File: src/rtl/iack_pkg.sv
package iack_pkg;
  typedef enum logic {
    ST_IDLE = 1'b0,
    ST_RESP = 1'b1
  } iack_state_e;
endpackage

File: src/rtl/iack_pending.sv
module iack_pending (
  input  logic clk_i,
  input  logic rst_ni,
  input  logic set_i,
  input  logic clr_i,
  output logic pending_o
);
  always_ff @(posedge clk_i or negedge rst_ni) begin
    if (!rst_ni)      pending_o <= 1'b0;
    else if (set_i)   pending_o <= 1'b1;  // a new request wins over a clear
    else if (clr_i)   pending_o <= 1'b0;
  end

  assert_set_R2: assert property (@(posedge clk_i) disable iff (!rst_ni)
    set_i |=> pending_o);
endmodule

File: src/rtl/iack_cycle_detect.sv
module iack_cycle_detect #(
  parameter int FC_W    = 3,
  parameter int LVL_W   = 3,
  parameter int FC_IACK = 7
) (
  input  logic [FC_W-1:0]  fc_i,
  input  logic [LVL_W-1:0] lvl_addr_i,
  input  logic             as_ni,
  input  logic             pending_i,
  input  logic [LVL_W-1:0] cfg_level_i,
  output logic             hit_o
);
  logic is_iack, lvl_match;

  assign is_iack   = !as_ni && (fc_i == FC_W'(FC_IACK));
  assign lvl_match = (lvl_addr_i == cfg_level_i) && (cfg_level_i != '0);
  assign hit_o     = is_iack && lvl_match && pending_i;
endmodule

File: src/rtl/iack_vector_calc.sv
module iack_vector_calc #(
  parameter int VEC_W        = 8,
  parameter int LVL_W        = 3,
  parameter int USER_VEC_MIN = 64,
  parameter int UNINIT_VEC   = 15,
  parameter int AUTO_BASE    = 24,
  localparam int ADDR_W      = VEC_W + 2
) (
  input  logic             auto_i,
  input  logic [LVL_W-1:0] level_i,
  input  logic [VEC_W-1:0] user_vec_i,
  output logic [VEC_W-1:0] vec_num_o,
  output logic [ADDR_W-1:0] vec_addr_o
);
  logic [VEC_W-1:0] user_num, auto_num;

  assign user_num   = (user_vec_i < VEC_W'(USER_VEC_MIN)) ? VEC_W'(UNINIT_VEC) : user_vec_i;
  assign auto_num   = VEC_W'(AUTO_BASE) + VEC_W'(level_i);
  assign vec_num_o  = auto_i ? auto_num : user_num;
  assign vec_addr_o = {vec_num_o, 2'b00};  // long-word table entries
endmodule

File: src/rtl/iack_responder.sv
module iack_responder
  import iack_pkg::*;
#(
  parameter int FC_W         = 3,
  parameter int LVL_W        = 3,
  parameter int VEC_W        = 8,
  parameter int FC_IACK      = 7,
  parameter int USER_VEC_MIN = 64,
  parameter int UNINIT_VEC   = 15,
  parameter int AUTO_BASE    = 24,
  localparam int ADDR_W      = VEC_W + 2
) (
  input  logic              clk_i,
  input  logic              rst_ni,
  input  logic              irq_set_i,
  input  logic [LVL_W-1:0]  cfg_level_i,
  input  logic [VEC_W-1:0]  cfg_vector_i,
  input  logic              cfg_autovec_i,
  input  logic [FC_W-1:0]   fc_i,
  input  logic [LVL_W-1:0]  addr_i,
  input  logic              as_ni,
  output logic [VEC_W-1:0]  data_o,
  output logic              data_oe_o,
  output logic              dtack_no,
  output logic              avec_no,
  output logic              irq_pending_o,
  output logic [VEC_W-1:0]  vec_num_o,
  output logic [ADDR_W-1:0] vec_addr_o
);
  iack_state_e      state_q, state_d;
  logic             hit, resp, clr, auto_q;
  logic [VEC_W-1:0] num_calc, num_q;
  logic [ADDR_W-1:0] addr_calc, addr_q;

  iack_pending u_pending (
    .clk_i     (clk_i),
    .rst_ni    (rst_ni),
    .set_i     (irq_set_i),
    .clr_i     (clr),
    .pending_o (irq_pending_o)
  );

  iack_cycle_detect #(.FC_W(FC_W), .LVL_W(LVL_W), .FC_IACK(FC_IACK)) u_detect (
    .fc_i        (fc_i),
    .lvl_addr_i  (addr_i),
    .as_ni       (as_ni),
    .pending_i   (irq_pending_o),
    .cfg_level_i (cfg_level_i),
    .hit_o       (hit)
  );

  iack_vector_calc #(
    .VEC_W(VEC_W), .LVL_W(LVL_W), .USER_VEC_MIN(USER_VEC_MIN),
    .UNINIT_VEC(UNINIT_VEC), .AUTO_BASE(AUTO_BASE)
  ) u_calc (
    .auto_i     (cfg_autovec_i),
    .level_i    (cfg_level_i),
    .user_vec_i (cfg_vector_i),
    .vec_num_o  (num_calc),
    .vec_addr_o (addr_calc)
  );

  always_comb begin
    state_d = state_q;
    case (state_q)
      ST_IDLE: if (hit)   state_d = ST_RESP;
      ST_RESP: if (as_ni) state_d = ST_IDLE;
      default:            state_d = ST_IDLE;
    endcase
  end

  always_ff @(posedge clk_i or negedge rst_ni) begin
    if (!rst_ni) begin
      state_q <= ST_IDLE;
      auto_q  <= 1'b0;
      num_q   <= '0;
      addr_q  <= '0;
    end else begin
      state_q <= state_d;
      if (state_q == ST_IDLE && hit) begin
        auto_q <= cfg_autovec_i;
        num_q  <= num_calc;
        addr_q <= addr_calc;
      end
    end
  end

  assign resp       = (state_q == ST_RESP);
  assign clr        = resp && as_ni;
  assign dtack_no   = !(resp && !auto_q);
  assign avec_no    = !(resp && auto_q);
  assign data_oe_o  = resp && !auto_q;
  assign data_o     = data_oe_o ? num_q : '0;
  assign vec_num_o  = num_q;
  assign vec_addr_o = addr_q;

  logic strobe;
  assign strobe = !dtack_no || !avec_no;

  assert_one_strobe_R10: assert property (@(posedge clk_i) disable iff (!rst_ni)
    $onehot0({~dtack_no, ~avec_no}));
  assert_oe_with_dtack_R5: assert property (@(posedge clk_i) disable iff (!rst_ni)
    data_oe_o |-> !dtack_no);
  assert_no_oe_on_avec_R7: assert property (@(posedge clk_i) disable iff (!rst_ni)
    !avec_no |-> !data_oe_o);
  assert_start_needs_iack_R3: assert property (@(posedge clk_i) disable iff (!rst_ni)
    (strobe && !$past(strobe)) |-> $past(fc_i == FC_W'(FC_IACK) && !as_ni && addr_i == cfg_level_i));
  assert_release_R9: assert property (@(posedge clk_i) disable iff (!rst_ni)
    (strobe && as_ni) |=> !strobe);
  assert_hold_R9: assert property (@(posedge clk_i) disable iff (!rst_ni)
    (strobe && !as_ni) |=> strobe);
  assert_clear_R9: assert property (@(posedge clk_i) disable iff (!rst_ni)
    (strobe && as_ni && !irq_set_i) |=> !irq_pending_o);
  assert_vec_range_R6: assert property (@(posedge clk_i) disable iff (!rst_ni)
    !dtack_no |-> (data_o >= VEC_W'(USER_VEC_MIN) || data_o == VEC_W'(UNINIT_VEC)));
  assert_addr_R8: assert property (@(posedge clk_i) disable iff (!rst_ni)
    strobe |-> (vec_addr_o[ADDR_W-1:2] == vec_num_o));
endmodule

File: config.mk
export PLATFORM = sky130hd
export DESIGN_NAME = iack_responder
export DESIGN_NICKNAME = d
export VERILOG_FILES = /design/src/rtl/iack_pkg.sv /design/src/rtl/iack_pending.sv /design/src/rtl/iack_cycle_detect.sv /design/src/rtl/iack_vector_calc.sv /design/src/rtl/iack_responder.sv
export SDC_FILE = /design/constraint.sdc
export NUM_CORES = 1
export LEC_CHECK = 0
export BUFFER_PORTS_ARGS = -buffer_cell sky130_fd_sc_hd__buf_2
export CAP_MARGIN = 25
export CORE_MARGIN = 2
export CORE_UTILIZATION = 42
export DETAILED_ROUTE_END_ITERATION = 7
export PLACE_DENSITY = 0.87
export SLEW_MARGIN = 15
export SYNTH_ARGS = -nofsm -noshare
export SYNTH_HDL_FRONTEND = slang
export SYNTH_SLANG_ARGS = --single-unit
File: constraint.sdc
create_clock -name clk_i -period 2.3 [get_ports clk_i]
set_input_delay 0.46 -clock clk_i [delete_from_list [all_inputs] [get_ports clk_i]]
set_output_delay 0.46 -clock clk_i [all_outputs]
set_load 0.1 [all_outputs]
==> summary.md, run 1 <==
The flow ran to the end, and the final reports show no timing, DRC or antenna violations. In this run the core area contains 14 standard-cell rows. The synthesized design contains 0 enable-type register cells. Registers are responsible for 30.3% of the overall power.

The worst hold path belongs to the class primary input to async pin. Counting cells, the worst reg-to-reg path comes to 4. The routed layout has 639 vias. The final layout contains 137 nets. Global routing consumed, over all layers together, 16.0% of the routing resources. The parity-gate share of the synthesized area counting xor and xnor cells is 2.52%. The number of clock sinks came out at 11.

Summed over all nets, the switching power comes to 0.000426 W. Area share of fa/ha/maj cells after synthesis: 0%. For this run, the register share of the synthesized area comes to 39.6%. By area, the combinational part of the netlist is dominated by simple AND/OR/NAND/NOR gates. Dividing the detail-routed via count by the number of cells gives 4.92. In this run, post-CTS hold repair placed 0 buffers. After detailed routing, the number of remaining DRC violations is 0.

The die area came out at 0.00200 mm^2. For this run, the number of Yosys warnings is 0. The tools report the post-layout total power as 0.000772 W.

The most used flip-flop cell after synthesis is sky130_fd_sc_hd__dfrtp_1. After detailed routing, the total wire length is 1500 um. The endpoint class of the critical path is an output pin. The startpoint of the worst register-to-register path was u_pending.pending_o. The horizontal extent of the die is 44.7 um.

The placed instances occupy a cell area of 893 um^2. Buffers added to address setup during post-CTS repair amount to 0. The switching fraction of total power was 55.2%. After synthesis, the mean cell area works out to 9.80 um^2. The tools report the initial antenna violation count as 0. The maximum clock insertion buffer count was 2; the achievable clock frequency was 503 MHz. Cell internal power was estimated by the tool at 0.000345 W.

For the final database, setup skew stands at 0.00697 ns. The setup slack of the most critical reg-to-reg path was 0.90 ns. For the worst setup path, the data required time is 1.84 ns.

The total overflow left after global routing is 0. The share of synthesized flip-flops with an asynchronous set or reset works out to 100%. The number of levels the H-tree was split into was 1; the insertion delay of the later-clocked pin in the worst-skew pair was 0.26 ns. For the final routed database, the setup TNS stands at 0 ns. The die outline height works out to 44.7 um. The run gives 71 as the number of standard cells after synthesis.

The via count of the first global-routing pass is 552. For this run, the detailed router's first-pass iteration total came to 4. The time the final worst path needs with I/O delays and setup is 1.99 ns, and the detailed-route wire length per cell is 11.6 um. After the first detailed-routing iteration, the DRC count stood at 6. Of all nets on the critical path, the largest fanout is 10. The fraction of layout cells with a size suffix above 1 was 56.1%. The tools report the worst path arrival time as 1.53 ns. TritonCTS built the clock tree.

The total setup violations reported at the end of the flow is 0. For the area of the mapped netlist, the log shows 696 um^2. The effective utilization at floorplan was 45.6%. The simple logic cell fraction of the synthesized area was 23.9%; the cell area after layout was 920 um^2. The total count of max-transition violations in the final report came out at 0. The type of the worst setup path is flip-flop to output pin. Counting distinct cell types in the post-synthesis netlist gives 21. The number of diodes added for antenna fixing was 0; the total of cells resized after clock tree synthesis was 0.

CTS placed an instance of sky130_fd_sc_hd__clkbuf_4 at the clock tree root. Number of clock buffers inserted by TritonCTS: 3. The element type at the critical path start was a flip-flop. The number of ports placed on the die boundary was 52; the number of flip-flops and latches in the synthesized netlist was 11.

Setup repair after global routing left no endpoint under its margin. For the number of failing hold endpoints at the final stage, the log shows 0. Area growth from synthesis to layout: 32.2%. The wire length of the first global-routing pass came out at 2330 um. Entering global routing, the biggest net connects 13 pins.

Of the total power, the clock network draws 16.7%. The floorplan step defined a core boundary enclosing 0.00152 mm^2. The count of nets left with antenna violations after detail routing was 0.

The clock input transition at the sequential cells of the worst setup and hold paths is 0.08 ns. Per report_power, the combinational group accounts for 52.9% of the total. The count of port buffers added during placement came out at 49. Measured against the total synthesized area, the mux share comes to 14.6%. Leakage power total: 0.524 nW. The synthesized netlist devotes 6.47% of its cell area to compound gates. Once detailed placement completed, the half-perimeter wirelength came to 1250 um. The power per standard cell area is 839 mW/mm^2, and the routability congestion estimate is 0.666. Across the run, the number of max-cap violations was 0. The capturing point of the worst reg2reg path was vec_addr_o[3].

After filler insertion, the fill cell instance count of the layout stands at 137. The final clock period utilization by the worst path was 86.5%; the peak supply drop was 0.000580 V.
-- state kept, by name, indices dropped and copies added, names as in the netlist --
name / count
vec_addr_o: 8
auto_q: 1
resp: 1
u_pending.pending_o: 1
-- cells in the mapped netlist (2+ instances only) --
| cell | instances | area share (%) |
|---|---|---|
| sky130_fd_sc_hd__dfrtp_1 | 11 | 40 |
| sky130_fd_sc_hd__buf_4 | 10 | 11 |
| sky130_fd_sc_hd__mux2_2 | 9 | 15 |
| sky130_fd_sc_hd__and2_1 | 8 | 7.2 |
| sky130_fd_sc_hd__nand2_1 | 6 | 3.2 |
| sky130_fd_sc_hd__nor2_1 | 5 | 2.7 |
| sky130_fd_sc_hd__o21ai_0 | 5 | 3.6 |
| sky130_fd_sc_hd__inv_1 | 2 | 1.1 |
| sky130_fd_sc_hd__nor2b_1 | 2 | 1.8 |
| sky130_fd_sc_hd__xnor2_1 | 2 | 2.5 |
-- metal layers --
layer / global-route usage (%) / part of all wire, % / up-vias
met5: 0 / 0 / -
met4: 3.64 / 0.67 / 0
met3: 3.60 / 7.3 / 2
met2: 31.6 / 53 / 30
met1: 16.8 / 39 / 298
li1: - / - / 309
-- cell families after synthesis --
logic type	Yosys count
AOI/OAI and AO/OA	8
xor gates and xnor gates	2
buffers and inverters	13
DFF	11
muxes	9
other	1
and+or+nand+nor	27
-- power groups by stage --
stage	clock network (W)	logic (W)	registers, W
after floorplan	0	0.000232	0.000373
after global placement	0	0.000407	0.000236
after detailed placement	0	0.000411	0.000238
after CTS	0.000134	0.000411	0.000234
after global routing	0.000146	0.000421	0.000238
final	0.000129	0.000409	0.000234
-- critical path: stages, from the launching register on --
cell,delay [ns]
sky130_fd_sc_hd__dfrtp_1,0.37
sky130_fd_sc_hd__inv_1,0.09
sky130_fd_sc_hd__nor2_4,0.22
sky130_fd_sc_hd__and2_1,0.16
sky130_fd_sc_hd__buf_2,0.42
-- how the worst max path moves through the flow --
stage / startpoint / to
detailed placement: resp / data_o[0]
global route: resp / data_o[0]
finish: resp / data_o[0]
floorplan: resp / data_o[0]
global placement: resp / data_o[0]
CTS: resp / data_o[0]
-- per-stage QoR --
stage / utilization [%] / setup WS, ns / hold WS [ns] / instances
after floorplan: - / 0.00453 / 0.164 / 72
after global placement: 58.6 / 0.638 / 0.333 / 126
after detailed placement: 58.6 / 0.598 / 0.348 / 126
after CTS: 60.3 / 0.297 / 0.0601 / 130
after global routing: 60.3 / 0.239 / 0.0652 / 130
final: 60.3 / 0.312 / 0.0525 / 130
-- layout by cell type, fill, tap and decap left out, types with 2 or more instances in the layout --
cell type | Yosys | routed
sky130_fd_sc_hd__and2_1 | 8 | 8
sky130_fd_sc_hd__buf_2 | 0 | 49
sky130_fd_sc_hd__clkbuf_4 | 0 | 3
sky130_fd_sc_hd__conb_1 | 1 | 2
sky130_fd_sc_hd__dfrtp_1 | 11 | 11
sky130_fd_sc_hd__inv_1 | 2 | 2
sky130_fd_sc_hd__mux2_2 | 9 | 9
sky130_fd_sc_hd__nand2_1 | 6 | 6
sky130_fd_sc_hd__nor2_1 | 5 | 4
sky130_fd_sc_hd__nor2b_1 | 2 | 2
sky130_fd_sc_hd__o21ai_0 | 5 | 5
sky130_fd_sc_hd__xnor2_1 | 2 | 2
-- layout make-up --
type,count,area [um^2],area share (%)
Clock buffer,4,26.3,2.86
Inverter,2,7.51,0.816
Multi-Input combinational cell,48,345,37.6
Sequential cell,11,275,29.9
Timing Repair Buffer,49,245,26.7
Tap cell,16,20.0,2.18
Power figures use the tool's default switching activity.
==> inputs of run 2 (changes only) <==
- HOLD_SLACK_MARGIN: not set -> 0.1
==> summary.md, run 2 (synthesis results as in run 1) <==
The run finished with clean final reports. The total instance count after detailed placement was 126. The die area was 0.00200 mm^2; the pin count of the biggest net entering global routing was 13. Routability-driven placement finished with a final weighted congestion of 0.666. The number of cells on the critical path is 4. The element type at the critical path start was a flip-flop.

The effective utilization at floorplan came out at 45.6%. The tools report the total count of max-transition violations in the final report as 0. Setup repair after global routing left no endpoint under its margin.

The floorplan step defined a core boundary enclosing 0.00152 mm^2. The largest fanout on the critical path works out to 10. Cells with a size suffix above 1 make up 55.7% of the layout. The cell depth of the worst hold path is 2. Total vias in the final route: 643. The worst path meets setup with 0.312 ns of slack. The analysis attributes to net switching a power of 0.000427 W. Counting every sink on the clock net gives 11. The maximum clock insertion buffer count was 2; the time the final worst path needs with I/O delays and setup was 1.99 ns.

Leaving out fill and tap cells, the most frequent cell in the layout is sky130_fd_sc_hd__buf_2. For the HPWL after detailed placement, the log shows 1250 um. The flip-flop count of the largest register after layout is 8.

The logs give 16.7% for the clock share of power and 807 um for the sum of met2 wire segment lengths after detailed routing. The stage delay of the slowest cell on the critical path was 0.42 ns; the post-detailed-route via-to-cell ratio was 4.91. The logs give 1 for the number of levels the H-tree was split into and 0.26 ns for the insertion delay of the later-clocked pin in the worst-skew pair. The tools report the total length of routed wires as 1510 um. For the worst setup path, the data arrival time is 1.53 ns.

Across the run, the number of max-cap violations was 0. The first-pass iteration count of the detailed router is 4, and the number of ports placed on the die boundary is 52. The area growth from synthesis to layout was 33.6%. Via count of the first global-routing pass: 564. The worst hold-check path type was primary input to flip-flop. The highest metal layer used by the detailed router is met4.

From left edge to right edge, the die measures 44.7 um. VDD sags by at most 0.000580 V. In this run the most critical hold path is launched from irq_set_i. Setup violations remaining at the end of the flow were counted as 0. Registers are responsible for 30.3% of the overall power.

The root cell of the clock tree is sky130_fd_sc_hd__clkbuf_4. Counting the buffers created by CTS gives 3. The first global-routing pass estimated 2350 um of wire. The length in cells of the worst reg-to-reg path was 4; the switching fraction of total power was 55.2%. Wire length on met3: 108 um. Walking the worst path, the cells encountered are inv_1 > nor2_4 > and2_1 > buf_2.

The detailed-route wire length per cell works out to 11.5 um. The achievable clock frequency came out at 503 MHz. In the final design database the tool counted 138 nets. Iteration-0 DRC count of the detailed router: 6.

Once layout is complete, the utilization of the core stands at 61.0%. The tools report the capturing point of the worst reg2reg path as vec_addr_o[3]. The detailed router put a total of 585 um of wire on met1. The relative contribution of combinational cells to total power is 53.0%. The number of diodes added for antenna fixing came out at 0. Summed over all failing endpoints, the final setup total negative slack is 0 ns.

The count of port buffers added during placement works out to 49. In this run the power density over the cells is 832 mW/mm^2. Row generation in the floorplan step produced 14 rows. The die is 44.7 um tall.

The clock input transition at the sequential cells of the worst setup and hold paths was 0.08 ns; the final clock period utilization by the worst path was 86.5%. In the layout the commonest cells are sky130_fd_sc_hd__buf_2 (49), sky130_fd_sc_hd__dfrtp_1 (11), sky130_fd_sc_hd__mux2_2 (9). The cell internal power dissipation was 0.000347 W. The setup slack after placement came out at 0.598 ns. The slowest stage of the critical path belongs to the cell sky130_fd_sc_hd__buf_2. TritonCTS built the clock tree. The finished layout holds 131 standard cells, fillers aside. By startpoint and endpoint, the worst setup path is classified as flip-flop to output pin. The detail route stage leaves a number of antenna-violating nets equal to 0. STA classifies the critical path endpoint as an output pin.

The clock skew after layout was 0.00698 ns. The worst register-to-register path begins at u_pending.pending_o. The setup slack of the most critical reg-to-reg path is 0.90 ns, and the leakage power total is 0.528 nW. After clock tree synthesis, the repair step resized 0 gates.

The worst hold path terminates at u_pending.pending_o. Global routing used 16.2% of the available tracks. The total overflow left after global routing is 0.

The count of buffering cells on the critical path with inverters included is 2, and the initial antenna violation count is 0. The tools report the number of failing hold endpoints at the final stage as 0. The cell family contributing the most delay on the critical path is buffers and inverters. The required time of the worst setup path is 1.84 ns.

For this run, design rule violations remaining after detail routing come to 0.
-- run 2: per-layer routing --
metal / vias up / global-route usage [%]
li1: 311 / -
met1: 300 / 16.8
met2: 30 / 32.2
met3: 2 / 3.60
met4: 0 / 3.64
met5: - / 0
-- run 2: power by group through the flow --
| stage | sequential, W | clock [W] | combinational [W] |
|---|---|---|---|
| floorplan | 0.000373 | 0 | 0.000232 |
| global placement | 0.000236 | 0 | 0.000407 |
| detailed placement | 0.000238 | 0 | 0.000411 |
| CTS | 0.000234 | 0.000134 | 0.000412 |
| global route | 0.000238 | 0.000146 | 0.000422 |
| finish | 0.000234 | 0.000129 | 0.000410 |
-- run 2: what timing repair did --
action | in CTS | in global routing
hold buffers | 1 | 0
setup buffers | 0 | 0
endpoints found under the hold margin | 11 | 0
-- run 2: worst register-to-register path: stages (launching register included) --
cell	delay (ns)
sky130_fd_sc_hd__dfrtp_1	0.37
sky130_fd_sc_hd__and4b_1	0.19
sky130_fd_sc_hd__and3_4	0.19
sky130_fd_sc_hd__nand4_4	0.20
sky130_fd_sc_hd__mux2_2	0.34
-- run 2: cell type report --
cell class                 count  area, um^2
clock buffer                   4        26.3
fill                         136         594
inverter                       2        7.51
multi-input combinational     48         345
sequential                    11         275
tap                           16        20.0
timing repair buffer          50         255
-- run 2: worst max-delay path by stage --
stage | from | to | slack [ns]
2_1_floorplan | resp | data_o[0] | 0.005
3_3_place_gp | resp | data_o[0] | 0.64
3_5_place_dp | resp | data_o[0] | 0.60
4_1_cts | resp | data_o[0] | 0.30
5_1_grt | resp | data_o[0] | 0.24
6_report | resp | data_o[0] | 0.31
-- run 2: stage by stage --
stage	total power (W)	hold slack, ns	instance area (um^2)
after CTS	0.000781	0.371	930
after detailed placement	0.000649	0.348	893
after global routing	0.000806	0.368	930
final	0.000773	0.376	930
after floorplan	0.000605	0.164	707
after global placement	0.000643	0.333	893
